==> src/rtl/bzs_pkg.sv <==
package bzs_pkg;

  // Symbols held in the substitution buffer.
  typedef enum logic [1:0] {
    SYM_ZERO = 2'd0,
    SYM_ONE  = 2'd1,
    SYM_VIOL = 2'd2,
    SYM_BAL  = 2'd3
  } sym_t;

  // Line code select; the numeric values are visible at the mode port.
  typedef enum logic [1:0] {
    LC_AMI = 2'd0,
    LC_Z8  = 2'd1,
    LC_Z6  = 2'd2,
    LC_Z4  = 2'd3
  } lcode_t;

  // Zero-run length that triggers a replacement (0 means never).
  function automatic logic [31:0] run_len(lcode_t m);
    case (m)
      LC_Z8:   return 32'd8;
      LC_Z6:   return 32'd6;
      LC_Z4:   return 32'd4;
      default: return 32'd0;
    endcase
  endfunction

  // Replacement symbol at buffer slot j, counted from the newest bit.
  function automatic sym_t fill_sym(lcode_t m, logic odd, logic [31:0] j);
    sym_t s;
    s = SYM_ZERO;
    case (m)
      LC_Z8, LC_Z6: begin
        if (j == 32'd0 || j == 32'd3) s = SYM_BAL;
        else if (j == 32'd1 || j == 32'd4) s = SYM_VIOL;
      end
      LC_Z4: begin
        if (j == 32'd0) s = SYM_VIOL;
        else if (j == 32'd3 && !odd) s = SYM_BAL;
      end
      default: s = SYM_ZERO;
    endcase
    return s;
  endfunction

endpackage

==> src/rtl/bzs_subst_buffer.sv <==
module bzs_subst_buffer
  import bzs_pkg::*;
#(
  parameter int DEPTH = 8
) (
  input  logic   clk,
  input  logic   rst_n,
  input  logic   bit_i,
  input  lcode_t mode_i,
  output sym_t   head_o,
  output logic   sub_fire_o
);
  localparam int ZW = $clog2(DEPTH + 1);

  logic          bit_q;
  logic          primed_q;
  logic          odd_q;
  logic [ZW-1:0] zrun_q;
  sym_t          line_q  [DEPTH];
  sym_t          line_d  [DEPTH];
  sym_t          shift_v [DEPTH];
  logic [31:0]   run_n;

  assign run_n = run_len(mode_i);

  // The zero now entering completes a run of the selected length.
  assign sub_fire_o = primed_q && !bit_q && (run_n != 32'd0) &&
                      ((32'(zrun_q) + 32'd1) == run_n);

  for (genvar j = 0; j < DEPTH; j++) begin : g_slot
    if (j == 0) begin : g_tail
      assign shift_v[j] = bit_q ? SYM_ONE : SYM_ZERO;
    end else begin : g_mid
      assign shift_v[j] = line_q[j-1];
    end
    assign line_d[j] = (sub_fire_o && (32'(j) < run_n)) ?
                       fill_sym(mode_i, odd_q, 32'(j)) : shift_v[j];
  end

  always_ff @(posedge clk or negedge rst_n) begin
    if (!rst_n) begin
      bit_q    <= 1'b0;
      primed_q <= 1'b0;
      odd_q    <= 1'b0;
      zrun_q   <= '0;
      for (int k = 0; k < DEPTH; k++) line_q[k] <= SYM_ZERO;
    end else begin
      bit_q    <= bit_i;
      primed_q <= 1'b1;
      line_q   <= line_d;
      if (!primed_q || bit_q || sub_fire_o) zrun_q <= '0;
      else if (zrun_q != ZW'(DEPTH))        zrun_q <= zrun_q + 1'b1;
      if (sub_fire_o)              odd_q <= 1'b0;
      else if (primed_q && bit_q)  odd_q <= ~odd_q;
    end
  end

  assign head_o = line_q[DEPTH-1];

endmodule

==> src/rtl/bzs_rail_driver.sv <==
module bzs_rail_driver
  import bzs_pkg::*;
(
  input  logic clk,
  input  logic rst_n,
  input  sym_t head_i,
  input  logic dis_i,
  input  logic ais_i,
  output logic mark_p_o,
  output logic mark_n_o
);
  logic neg_next_q, neg_next_d;
  logic p_d, n_d;
  sym_t sym_eff;

  always_comb begin
    sym_eff    = ais_i ? SYM_ONE : head_i;
    p_d        = 1'b0;
    n_d        = 1'b0;
    neg_next_d = neg_next_q;
    case (sym_eff)
      SYM_ONE, SYM_BAL: begin
        p_d        = !neg_next_q;
        n_d        = neg_next_q;
        neg_next_d = !neg_next_q;
      end
      SYM_VIOL: begin
        p_d = neg_next_q;
        n_d = !neg_next_q;
      end
      default: ;
    endcase
    if (dis_i) begin
      p_d = 1'b0;
      n_d = 1'b0;
    end
  end

  always_ff @(posedge clk or negedge rst_n) begin
    if (!rst_n) begin
      neg_next_q <= 1'b0;
      mark_p_o   <= 1'b0;
      mark_n_o   <= 1'b0;
    end else begin
      neg_next_q <= neg_next_d;
      mark_p_o   <= p_d;
      mark_n_o   <= n_d;
    end
  end

endmodule

==> src/rtl/bzs_encoder.sv <==
module bzs_encoder
  import bzs_pkg::*;
#(
  parameter int RUN_MAX = 8
) (
  input  logic       clk,
  input  logic       rst_n,
  input  logic [1:0] mode,
  input  logic       nrz_in,
  input  logic       out_dis,
  input  logic       force_ais,
  output logic       rail_p,
  output logic       rail_n
);
  logic [1:0] mode_q;
  sym_t       head;
  logic       sub_fire;
  logic       mark_p_q, mark_n_q;

  always_ff @(posedge clk) begin
    if (!rst_n) mode_q <= mode;
  end

  bzs_subst_buffer #(.DEPTH(RUN_MAX)) i_buf (
    .clk       (clk),
    .rst_n     (rst_n),
    .bit_i     (nrz_in),
    .mode_i    (lcode_t'(mode_q)),
    .head_o    (head),
    .sub_fire_o(sub_fire)
  );

  bzs_rail_driver i_drv (
    .clk     (clk),
    .rst_n   (rst_n),
    .head_i  (head),
    .dis_i   (out_dis),
    .ais_i   (force_ais),
    .mark_p_o(mark_p_q),
    .mark_n_o(mark_n_q)
  );

  assign rail_p = mark_p_q & clk;
  assign rail_n = mark_n_q & clk;

endmodule

==> config.mk <==
export PLATFORM = sky130hd
export DESIGN_NAME = bzs_encoder
export DESIGN_NICKNAME = d
export VERILOG_FILES = /design/src/rtl/bzs_pkg.sv /design/src/rtl/bzs_subst_buffer.sv /design/src/rtl/bzs_rail_driver.sv /design/src/rtl/bzs_encoder.sv
export SDC_FILE = /design/constraint.sdc
export NUM_CORES = 1
export LEC_CHECK = 0
export CORE_MARGIN = 1.5
export CORE_UTILIZATION = 51
export DETAILED_ROUTE_END_ITERATION = 10
export GPL_TIMING_DRIVEN = 1
export HOLD_SLACK_MARGIN = 0.1
export PLACE_DENSITY = 0.71
export SYNTH_ARGS = -nofsm -noshare
export SYNTH_HDL_FRONTEND = slang
export SYNTH_HIERARCHICAL = 1
export SYNTH_SLANG_ARGS = --single-unit
==> constraint.sdc <==
create_clock -name clk -period 2.29 [get_ports clk]
set_input_delay 0.5725 -clock clk [delete_from_list [all_inputs] [get_ports clk]]
set_output_delay 0.5725 -clock clk [all_outputs]
set_load 0.02 [all_outputs]
# --- Word level (Yosys, flattened, before mapping) ---
# Cells that the tools add are included.
totals:
  reg_bits: 28
  in_bits: 7
  out_inout_bits: 2
  word_cells: 82
classes:
  addsub: 2
  order_cmp: 8
  eq_ne: 8
  muxes: 23
  n_bitwise: 3
  reduce_logical: 22
op_table:
  columns: ["operator", "n"]
  rows:
  - ["$eq A32 B4 Y1", 1]
  - ["$reduce_bool A32 Y1", 1]
  - ["$mux W2", 11]
  - ["$lt A3 B4 Y1 const A", 4]
  - ["$logic_and A1 B1 Y1", 12]
  - ["$pmux W4 S3", 1]
  - ["$eq A2 B2 Y1 const B", 4]
  - ["$lt A1 B4 Y1 const A", 2]
  - ["$lt A2 B4 Y1 const A", 2]
  - ["$mux W4", 2]
  - ["$pmux W2 S2", 2]
  - ["$add A4 B1 Y5 const B", 1]
  - ["$mux W1", 5]
  - ["$add A4 B1 Y4 const B", 1]
  - ["$eq A2 B1 Y1 const B", 2]
  - ["$ne A4 B4 Y1 const B", 1]
  - ["$pmux W1 S2", 2]
  - ["$reduce_bool A2 Y1", 2]
  - ["$reduce_or A2 Y1", 2]
  - ["$logic_not A1 Y1", 3]
  - ["$and A1 B1 Y1", 2]
  - ["$logic_or A1 B1 Y1", 2]
  - ["$not A1 Y1", 1]

# --- Longest topological paths before layout ---
# Gate-level depths: netlist (run 1).
logic_depth:
  depth_word: 7
  ltp_mapped: 8
  mapped_depth_nobuf: 6

# --- Cells and area by module ---
# The synthesis (run 1) kept the hierarchy.
modules_own_cells:
  columns: ["mod", "instances", "cells_per_inst", "area_each_um2", "seq_area_each_um2"]
  rows:
  - ["bzs_subst_buffer", 1, 82, 1062.3, 575.6]
  - ["bzs_rail_driver", 1, 11, 131.4, 75.1]
  - ["bzs_encoder", 1, 5, 76.3, 60.1]

==> results of run 1 <==
-- repair_timing --
action                                 4_1_cts  5_1_grt
resized for setup                            8        0
setup endpoints to repair                    2        0
endpoints found under the hold margin        0        0
-- per-stage QoR --
| step | instance area, um^2 | setup WS (ns) | setup TNS (ns) | power [mW] |
|---|---|---|---|---|
| 2_1_floorplan | 1270 | 0.361 | 0 | 0.691 |
| 3_3_place_gp | 1370 | -0.0593 | -0.119 | 0.746 |
| 3_5_place_dp | 1370 | -0.0593 | -0.119 | 0.753 |
| 4_1_cts | 1440 | 0.0420 | 0 | 1.13 |
| 5_1_grt | 1440 | 0.0380 | 0 | 1.17 |
| 6_report | 1440 | 0.0603 | 0 | 1.11 |
-- final cells by class --
type | count | area (um^2) | area share
Multi-Input combinational cell | 60 | 499 | 0.347
Tap cell | 28 | 35.0 | 0.0244
Timing Repair Buffer | 9 | 82.6 | 0.0574
Inverter | 6 | 22.5 | 0.0157
Clock buffer | 10 | 87.6 | 0.0609
Sequential cell | 28 | 711 | 0.494
-- worst max path at each step --
stage                                   to  depth (start not counted)  slack [ns]       startpoint
after floorplan           i_buf/line_q[13]                          7        0.36  i_buf/zrun_q[0]
after global placement              rail_n                          2       -0.06              clk
after detailed placement            rail_p                          2       -0.06              clk
after CTS                           rail_n                          4        0.04              clk
after global routing                rail_p                          4        0.04              clk
final                               rail_n                          4        0.06              clk
-- power breakdown --
group,switching (mW),internal [mW]
Sequential,0.0268,0.546
Combinational,0.0652,0.0623
Clock,0.186,0.223
Total,0.278,0.831
-- flip-flops by register name (all words and copies together) (netlist names) --
name              flops
i_buf/odd_q           1
i_drv/mark_n_o        1
mode_q                2
i_buf/head_o          2
i_buf/line_q         14
i_drv/mark_p_o        1
i_buf/zrun_q          4
i_buf/primed_q        1
i_drv/neg_next_q      1
i_buf/bit_q           1
-- cell families after synthesis --
logic type      after synthesis  share of synthesized area
flops                        28                      0.560
compound gates               15                     0.0729
simple gates                 29                      0.180
mux                           1                     0.0118
other cells                   1                    0.00295
buf+inv                      10                     0.0473
xor+xnor                      8                     0.0660
fa+ha+maj                     6                     0.0591
-- synthesized netlist by cell type --
| master | number | share of area |
|---|---|---|
| sky130_fd_sc_hd__nand2b_1 | 1 | 0.0049 |
| sky130_fd_sc_hd__a21oi_1 | 6 | 0.024 |
| sky130_fd_sc_hd__and2_1 | 6 | 0.030 |
| sky130_fd_sc_hd__xnor2_1 | 5 | 0.034 |
| sky130_fd_sc_hd__conb_1 | 1 | 0.0030 |
| sky130_fd_sc_hd__nor3_2 | 2 | 0.016 |
| sky130_fd_sc_hd__a21boi_1 | 3 | 0.018 |
| sky130_fd_sc_hd__nor4_4 | 1 | 0.017 |
| sky130_fd_sc_hd__buf_6 | 2 | 0.018 |
| sky130_fd_sc_hd__nand2_1 | 1 | 0.0030 |
| sky130_fd_sc_hd__and3_4 | 1 | 0.0089 |
| sky130_fd_sc_hd__dfrtp_1 | 26 | 0.51 |
| sky130_fd_sc_hd__mux2_4 | 1 | 0.012 |
| sky130_fd_sc_hd__nand4bb_1 | 1 | 0.0089 |
| sky130_fd_sc_hd__inv_1 | 6 | 0.018 |
| sky130_fd_sc_hd__nor2b_1 | 3 | 0.015 |
| sky130_fd_sc_hd__xnor3_1 | 1 | 0.018 |
| sky130_fd_sc_hd__buf_4 | 2 | 0.012 |
| sky130_fd_sc_hd__nor2_1 | 4 | 0.012 |
| sky130_fd_sc_hd__a31oi_1 | 2 | 0.0099 |
| sky130_fd_sc_hd__o21bai_1 | 1 | 0.0059 |
| sky130_fd_sc_hd__nand4_1 | 1 | 0.0049 |
| sky130_fd_sc_hd__nor3b_2 | 1 | 0.0099 |
| sky130_fd_sc_hd__or4b_1 | 1 | 0.0079 |
| sky130_fd_sc_hd__a21o_1 | 2 | 0.012 |
| sky130_fd_sc_hd__edfxtp_1 | 2 | 0.047 |
| sky130_fd_sc_hd__nand2b_4 | 1 | 0.011 |
| sky130_fd_sc_hd__nor4b_2 | 1 | 0.012 |
| sky130_fd_sc_hd__xor2_1 | 2 | 0.014 |
| sky130_fd_sc_hd__ha_1 | 6 | 0.059 |
| sky130_fd_sc_hd__and3_1 | 3 | 0.015 |
| sky130_fd_sc_hd__nand3b_1 | 1 | 0.0059 |
| sky130_fd_sc_hd__o21ai_0 | 1 | 0.0039 |
-- layer usage --
| layer | part of all wire | vias up | global-route usage | wire length, um |
|---|---|---|---|---|
| li1 | - | 356 | - | - |
| met1 | 0.48 | 362 | 0.216 | 938 |
| met2 | 0.47 | 11 | 0.260 | 918 |
| met3 | 0.037 | 4 | 0.0593 | 72 |
| met4 | 0.013 | 0 | 0.162 | 26 |
| met5 | 0 | - | 0 | 0 |
==> Flow_metrics.wiki, run 1 <==
{| class="wikitable"
! Metric !! Value
|-
| Worst VDD drop || 0.483 mV
|-
| Count of hold buffers inserted by post-cts repair || 0
|-
| Nets || 127
|-
| Initial antenna violation count || 0
|-
| Synth cell types || 33
|-
| Power per cell area || 772 nW/um^2
|-
| Total global routing track utilization || 0.182
|-
| Sum of buffers and inverters on the critical path || 3
|-
| Number of port buffers || 8
|-
| Initial drt markers || 3
|-
| Most prevalent standard cell on the critical path || sky130_fd_sc_hd__clkbuf_4
|-
| WL per Instance || 13.9 um
|-
| Global-route wire length before repair || 3.35 mm
|-
| Diode count || 0
|-
| Count of standard-cell rows || 17
|-
| Boundary pin count || 9
|-
| Family with the most delay on the worst path || buffers and inverters
|-
| Post-Syn Nets || 111
|-
| Number of antenna-violating nets in the routed design || 0
|-
| Number of flip-flops and latches in the synthesized netlist || 28
|-
| DRC viols || 0
|-
| Worst Min Path Start || i_buf/line_q[9]
|-
| Last weighted congestion value of the routability-driven placer || 0.739
|-
| Detailed-router iteration count before antenna repair || 2
|-
| Cell count after placement || 133
|-
| Number of global-route vias before repair || 801
|-
| Die H || 52.9 um
|-
| CP Data Required Time || 1.72 ns
|-
| Synthesized instance count || 98
|-
| Worst R2R Start || i_buf/zrun_q[0]
|-
| Count of endpoints failing setup in the final report || 0
|-
| Routed via count divided by cell count || 5.20
|-
| Total wire length after detailed routing || 1.96 mm
|-
| Starting density of the core || 0.558
|-
| Reg2Reg Setup Slack || 0.25 ns
|-
| Maximum number of pins on one net before global-route repair || 27
|-
| Maxcap violations || 0
|-
| # fillers || 186
|-
| Kind of path behind the tightest hold check || reg2reg
|-
| Average instance area after synthesis || 13.0 um^2
|-
| Share of final-layout standard cells stronger than drive strength 1 || 0.186
|-
| Category of the most critical setup path || clk2out
|-
| Highest cell delay on the worst timing path || 0.15 ns
|-
| Setup repair after global routing missed its margin || no
|-
| CTS tree || yes
|-
| Final count of hold timing violations || 0
|-
| Hold slack || 0.450 ns
|-
| Most common library cell in the layout ignoring fill and taps || sky130_fd_sc_hd__dfrtp_1
|-
| Commonest cells after routing, fill and taps aside || sky130_fd_sc_hd__dfrtp_1 (26), sky130_fd_sc_hd__clkbuf_4 (7)
|-
| Critical Path Slowest Stage Cell || sky130_fd_sc_hd__buf_2
|-
| End of the worst hold path || i_buf/line_q[7]
|-
| Clock edge transition at the registers on the reported setup and hold paths || 0.14 ns
|-
| Signed area change from the synthesized netlist to the final layout || 13.2%
|-
| Warning count from the yosys run || 6
|-
| Max-slew violation total from the final report || 0
|-
| Overall via count from detail_route || 733
|-
| Clock skew after layout || 0.00994 ns
|-
| Sort of element at the end of the critical path || output port
|-
| R2r worst-path depth || 6
|-
| Count of buffers added by post-CTS timing repair for setup || 0
|-
| Utilization after layout || 0.632
|-
| Worst Hold Depth || 1
|-
| Detail Placement HPWL || 1.35 mm
|-
| Crit start category || clock port
|-
| Die Outline Area || 2800 um^2
|-
| Crit-path max FO || 2
|-
| Worst r2r dst || i_buf/line_q[13]
|-
| Post-Layout Cell Count || 141
|-
| Data arrival time of the critical path || 1.66 ns
|-
| Cell area after technology mapping || 1270 um^2
|-
| Total overflow reported by the global router || 0
|-
| Sequential element share of the synthesized area || 0.560
|-
| Core region area || 2280 um^2
|-
| Run status || finished, final reports clean
|-
| Leakage power || 0.690 nW
|-
| Clock network latency to the later pin of the worst-skew pair || 0.44 ns
|-
| CP cell instances || clkbuf_4, clkbuf_4, and2_1, buf_2
|-
| Die Width || 52.9 um
|}
No activity file was read; power rests on OpenSTA's default activity.
==> inputs of run 2 (changes only) <==
--- a/config.mk
+++ b/config.mk
@@ -11,6 +11,7 @@
 export GPL_TIMING_DRIVEN = 1
 export HOLD_SLACK_MARGIN = 0.1
 export PLACE_DENSITY = 0.71
+export SLEW_MARGIN = 20
 export SYNTH_ARGS = -nofsm -noshare
 export SYNTH_HDL_FRONTEND = slang
 export SYNTH_HIERARCHICAL = 1
==> results of run 2 <==
Same layout as run 1: the final DEF is identical, and so are final timing and power.
==> inputs of run 3 (changes only) <==
--- a/config.mk
+++ b/config.mk
@@ -9,7 +9,7 @@
 export CORE_UTILIZATION = 51
 export DETAILED_ROUTE_END_ITERATION = 10
 export GPL_TIMING_DRIVEN = 1
-export HOLD_SLACK_MARGIN = 0.1
+export HOLD_SLACK_MARGIN = 0.06
 export PLACE_DENSITY = 0.71
 export SLEW_MARGIN = 20
 export SYNTH_ARGS = -nofsm -noshare
==> results of run 3 <==
Same layout as run 1: the final DEF is identical, and so are final timing and power.
